[src/rtl/sysctl_regbank.sv]
module sysctl_regbank #(
  parameter int          DW         = 32,
  parameter logic [31:0] ID_INIT    = 32'h6905_0000,
  parameter logic [31:0] CTYPE_INIT = 32'h0B1A_A1AA,
  parameter logic [31:0] CTRL_INIT  = 32'h0000_0078
) (
  input  logic          clk,
  input  logic          rst_n,
  input  logic          acc_valid,
  input  logic          acc_write,
  input  logic          acc_user,
  input  logic [3:0]    acc_crn,
  input  logic [3:0]    acc_crm,
  input  logic [2:0]    acc_op1,
  input  logic [2:0]    acc_op2,
  input  logic [DW-1:0] acc_wdata,
  output logic [DW-1:0] acc_rdata,
  output logic          acc_done,
  output logic          acc_undef
);
  localparam int NREG = 16;

  logic [NREG-1:0][DW-1:0] bank_lo, bank_hi;
  logic [15:0] crm_ok;
  logic        legal, hi_sel;
  logic [DW-1:0] word;

  always_comb begin
    crm_ok = '0;
    case (acc_crn)
      4'd0, 4'd1:                    crm_ok = 16'h0001;
      4'd2, 4'd3, 4'd5, 4'd6, 4'd13: crm_ok = (acc_op2 == 3'd0) ? 16'h0001 : 16'h0000;
      4'd7:
        case (acc_op2)
          3'd0:    crm_ok = 16'h00E0;
          3'd1:    crm_ok = 16'h0460;
          3'd4:    crm_ok = 16'h0400;
          3'd5:    crm_ok = 16'h0004;
          3'd6:    crm_ok = 16'h0020;
          default: crm_ok = 16'h0000;
        endcase
      4'd8:
        case (acc_op2)
          3'd0:    crm_ok = 16'h00E0;
          3'd1:    crm_ok = 16'h0060;
          default: crm_ok = 16'h0000;
        endcase
      4'd14: crm_ok = (acc_op2 == 3'd0) ? 16'h0319 : 16'h0000;
      4'd15: crm_ok = (acc_op2 == 3'd0) ? 16'h0002 : 16'h0000;
      default: crm_ok = 16'h0000;
    endcase
  end

  assign legal     = acc_valid && !acc_user && (acc_op1 == 3'd0) && crm_ok[acc_crm];
  assign acc_done  = legal;
  assign acc_undef = acc_valid && !legal;
  assign hi_sel    = |acc_op2;
  assign word      = hi_sel ? bank_hi[acc_crn] : bank_lo[acc_crn];
  assign acc_rdata = (legal && !acc_write) ? word : '0;

  always_ff @(posedge clk or negedge rst_n) begin
    if (!rst_n) begin
      bank_lo    <= '0;
      bank_hi    <= '0;
      bank_lo[0] <= ID_INIT;
      bank_hi[0] <= CTYPE_INIT;
      bank_lo[1] <= CTRL_INIT;
    end else if (legal && acc_write) begin
      if (hi_sel) bank_hi[acc_crn] <= acc_wdata;
      else        bank_lo[acc_crn] <= acc_wdata;
    end
  end

  AST_USER_REJECT: assert property (@(posedge clk) disable iff (!rst_n)
    acc_valid && acc_user |-> acc_undef && !acc_done);
  AST_OP1_REJECT: assert property (@(posedge clk) disable iff (!rst_n)
    acc_valid && (acc_op1 != 3'd0) |-> acc_undef);
  AST_DEAD_REGS: assert property (@(posedge clk) disable iff (!rst_n)
    acc_valid && (acc_crn == 4'd4 || acc_crn == 4'd11 || acc_crn == 4'd12) |-> acc_undef);
  AST_ONE_RESPONSE: assert property (@(posedge clk) disable iff (!rst_n)
    acc_valid |-> $onehot({acc_done, acc_undef}));
  AST_IDLE_QUIET: assert property (@(posedge clk) disable iff (!rst_n)
    !acc_valid |-> !acc_done && !acc_undef && acc_rdata == '0);
  AST_UNDEF_HOLDS: assert property (@(posedge clk) disable iff (!rst_n)
    acc_undef |=> $stable(bank_lo) && $stable(bank_hi));
  AST_UNDEF_ZERO: assert property (@(posedge clk) disable iff (!rst_n)
    acc_undef |-> acc_rdata == '0);
endmodule

[config.mk]
export PLATFORM = sky130hd
export DESIGN_NAME = sysctl_regbank
export DESIGN_NICKNAME = d
export VERILOG_FILES = /design/src/rtl/sysctl_regbank.sv
export SDC_FILE = /design/constraint.sdc
export NUM_CORES = 2
export LEC_CHECK = 0
export BUFFER_PORTS_ARGS = -buffer_cell sky130_fd_sc_hd__buf_4
export CORE_MARGIN = 3
export CORE_UTILIZATION = 62
export DETAILED_ROUTE_END_ITERATION = 12
export PLACE_DENSITY_LB_ADDON = 0.12
export SETUP_SLACK_MARGIN = 0.4
export SYNTH_ARGS = -nofsm -noshare
export SYNTH_HDL_FRONTEND = slang
export SYNTH_SLANG_ARGS = --single-unit
[constraint.sdc]
create_clock -name clk -period 3.9 [get_ports clk]
set_input_delay 0.39 -clock clk [delete_from_list [all_inputs] [get_ports clk]]
set_output_delay 0.39 -clock clk [all_outputs]
set_load 0.005 [all_outputs]
==> results.md <==
* Total Wirelength at just over 80 mm
* Detail Placement HPWL at about 46 mm
* Seq pwr share at roughly half
* Worst setup skew after layout at 0 ns
* Routability Congestion at just under 0.8
* Number of H-tree branching levels at 3
* Avg Synthesized Cell Area at around 16 µm²
* Run status: completed
* Ant. Diodes at 0
* Worst Path Arrival at about 3 ns
* Slack of the worst reg-to-reg path at ~3.1 ns
* Yosys warning count at 0
* Clock slew at reported path FFs at approximately 0.060 ns
* Area of the die at between 70000 and 80000 µm²
* Type of element launching the critical path: primary input
* Xor/xnor share of the synthesized area at less than 1%
* Switching power summed over all nets at around 4.6 mW
* CTS Buffer Depth at 3
* Sequential-to-total area share from yosys stat at around 61%
* Worst r2r dst: bank_lo[496]$_DFFE_PN0P_
* Clk root buf: clkbuf_16
* Vias/cell at ~6
* Cell count of the worst hold path at 2
* Width of the die at approximately 270 µm
* Slew at the pin with the worst max-slew slack at 1.23 ns
* Adder-cell share of the synthesized area at 0%
* Total of max-cap violations at 0
* Wire length of the first global-routing pass at approximately 130 mm
* Critical path fanouts, max at 29
* Prevailing post-synth register cell: dfrtp_1
* Switching power share of the total at between 20 and 25%
* Largest net degree at the start of global routing at roughly 160
* Crit end category: output port
* Count of cells along the worst register-to-register path at 1
* Proportion of layout cells with a drive suffix above 1 at 48.4%
* Number of buffers inserted during clock tree synthesis at between 100 and 150
* Cell area after placement at around 42000 µm²
* Largest family of logic cells by synthesized area: multiplexers
* Clock tree from TritonCTS: done
* I/O Pins at 85
* Effective utilization at floorplan at 63.2%
* IO Port Bufs at 84
* Number of synthesized flops with an enable pin at 0
* Initial DRT Pass Iterations at 5
* Synth-to-Final Area Change at 7.42%
* Layout Nets at roughly 2300
* Netlist Area Pre-Place at between 40000 and 50000 µm²
* Highest attainable clock frequency at roughly 300 MHz
* Cells after synthesis at approximately 2700
* Remaining antenna violation count after routing at 0
* Clk sink count at slightly above 1000
* Max-slew violation total from the final report at 0
* Final worst path period need at about 3.4 ns
* Final global-route overflow total at 0
* Sum of negative setup slack at 0 ns
* Post-synth net total at around 2800
* Worst flop-to-flop path startpoint: bank_lo[496]$_DFFE_PN0P_
* Launch instance of the worst min-delay path: acc_wdata[19]
* Core Region at ~66000 µm²
* Async set-or-reset flop fraction in the synthesized netlist at 100%
* Detailed Route Iter0 Violations at between 1000 and 1500
* Fraction of the mapped netlist area in compound gates at less than 1%
* Cell area after layout at around 45000 µm²
* Overall global routing resource usage at around a quarter
* Share of synthesized cell area in and, or, nand and nor gates at 1.53%
* Max_slew headroom at between 15 and 20%
* Chip height at 266 µm
* Unrepaired setup endpoints after global routing: no
* Worst min path class: primary input to register
* Required time of the critical path at 3.51 ns
* Cell variety after synth at 48
* Filler cell count in the final layout at 4224
* Cell internal pwr at approximately 17 mW
* Routed via count at 19327
* Skew-Pair Late Insertion Delay at between 0.6 and 0.7 ns
* Via count of the first global-routing pass at around 22000
* Per-cell routed wire length at about 25 µm
* End point of the worst hold path: bank_lo[499]$_DFFE_PN0P_
* Comb power frac at 3.5%
* # setup viols final at 0
* Worst-case vdd ir drop at 417 µV
* Multiplexer fraction of the synthesized cell area at about 30%
* Leakage power of the design at around 22 nW
* Clk pwr share at a little under half
* Number of remaining DRC errors at 0
* Initial antenna violation count at 0
* Site row count at between 90 and 100
* Share of the clock period used by the worst path after layout at roughly 87%
* Setup CP Type: primary input to output port
* Total power divided by cell area at 472 nW/µm²
* Synth Register Bits at 1024
* Final Hold Vio Count at 0
-- cells in the final DEF, fill, tap and decap left out, types with 4 or more instances in the layout --
master     count
clkbuf_1      21
clkbuf_16    105
nand3_1        4
buf_12        17
mux2_2       451
a21oi_1       33
nand2_1       68
nor2_1         7
buf_4        123
nand2_2        5
dfrtp_1     1001
dfstp_2       23
mux4_2       320
bufinv_16      9
clkbuf_8      17
mux2_1        29
clkinv_2      31
-- worst max-delay path: stages --
cell     delay (ns)
buf_4          0.33
buf_4          0.53
buf_4          0.64
mux4_2         0.33
nand2_1        0.09
a21oi_1        0.42
buf_4          0.19
-- state kept, by name, indices dropped and copies added (netlist names) --
register  cells
bank_hi     512
bank_lo     512
-- logic make-up after synthesis --
logic type                Yosys count
buffers and inverters             713
and+or+nand+nor                   122
muxes                             800
DFF                              1024
xor gates and xnor gates            1
AOI/OAI and AO/OA                  46
-- metrics by stage --
stage	instances	power (mW)	utilization, %	hold WS, ns	setup WS [ns]
after floorplan	2706	11.2	-	0.0944	0.805
after global placement	2999	11.6	62.6	0.360	0.388
after detailed placement	2999	11.6	62.6	0.362	0.243
after CTS	3191	21.5	67.8	0.0410	0.450
after global routing	3194	22.0	67.9	0.0781	0.508
final	3194	21.3	67.9	0.0836	0.521
-- power by group through the flow --
stage          clock network [mW]  registers (mW)  logic, mW
2_1_floorplan                   0            10.8      0.339
3_3_place_gp                    0            10.8      0.750
3_5_place_dp                    0            10.8      0.764
4_1_cts                      10.1            10.6      0.765
5_1_grt                      10.6            10.6      0.822
6_report                     9.92            10.6      0.743
-- per-layer routing --
metal	vias to the layer above	global-route usage [%]	wire length, µm
met5	-	0	0
met4	0	5.14	1430
met3	107	4.08	3220
met2	383	38.1	38800
met1	10533	37.0	37900
li1	8304	-	-
-- worst max-delay path by stage --
stage | startpoint | to | slack [ns] | cells past startpoint
2_1_floorplan | acc_crn[0] | acc_rdata[10] | 0.81 | 8
3_3_place_gp | acc_crn[2] | bank_lo[237]$_DFFE_PN0P_ | 0.39 | 9
3_5_place_dp | acc_crn[2] | bank_lo[240]$_DFFE_PN0P_ | 0.24 | 9
4_1_cts | acc_crn[2] | acc_rdata[23] | 0.45 | 10
5_1_grt | acc_crn[3] | acc_rdata[23] | 0.51 | 10
6_report | acc_crn[3] | acc_rdata[23] | 0.52 | 7
-- cell usage after synthesis (3+ instances only) --
library cell | n | area [µm²]
a21oi_1 | 33 | 165
and2_1 | 3 | 18.8
buf_1 | 32 | 120
buf_2 | 27 | 135
buf_4 | 22 | 165
clkbuf_1 | 631 | 2370
dfrtp_1 | 1001 | 25000
dfstp_2 | 23 | 604
mux2_1 | 29 | 327
mux2_2 | 451 | 5080
mux4_2 | 320 | 7210
nand2_1 | 73 | 274
nand2b_1 | 3 | 18.8
nand3_1 | 4 | 20.0
nand4_1 | 3 | 18.8
nor2_1 | 10 | 37.5
nor4_1 | 3 | 18.8
-- area by class of cell --
cell class                 count  area, µm²  area share, %
tap                          864       1080           2.40
clock inverter                48        507           1.12
clock buffer                 143       2940           6.52
inverter                       1       3.75        0.00832
timing repair buffer         145       1330           2.95
sequential                  1024      25700           56.9
multi-input combinational    969      13600           30.1
-- repair_timing --
action                                  CTS  global route
endpoints found under the setup margin    0             2
buffers inserted                          0             3
hold buffers                              1             0
hold endpoints to repair                 78             0
resized for setup                         0             0
Note: power is estimated with default switching activity, not from simulation.
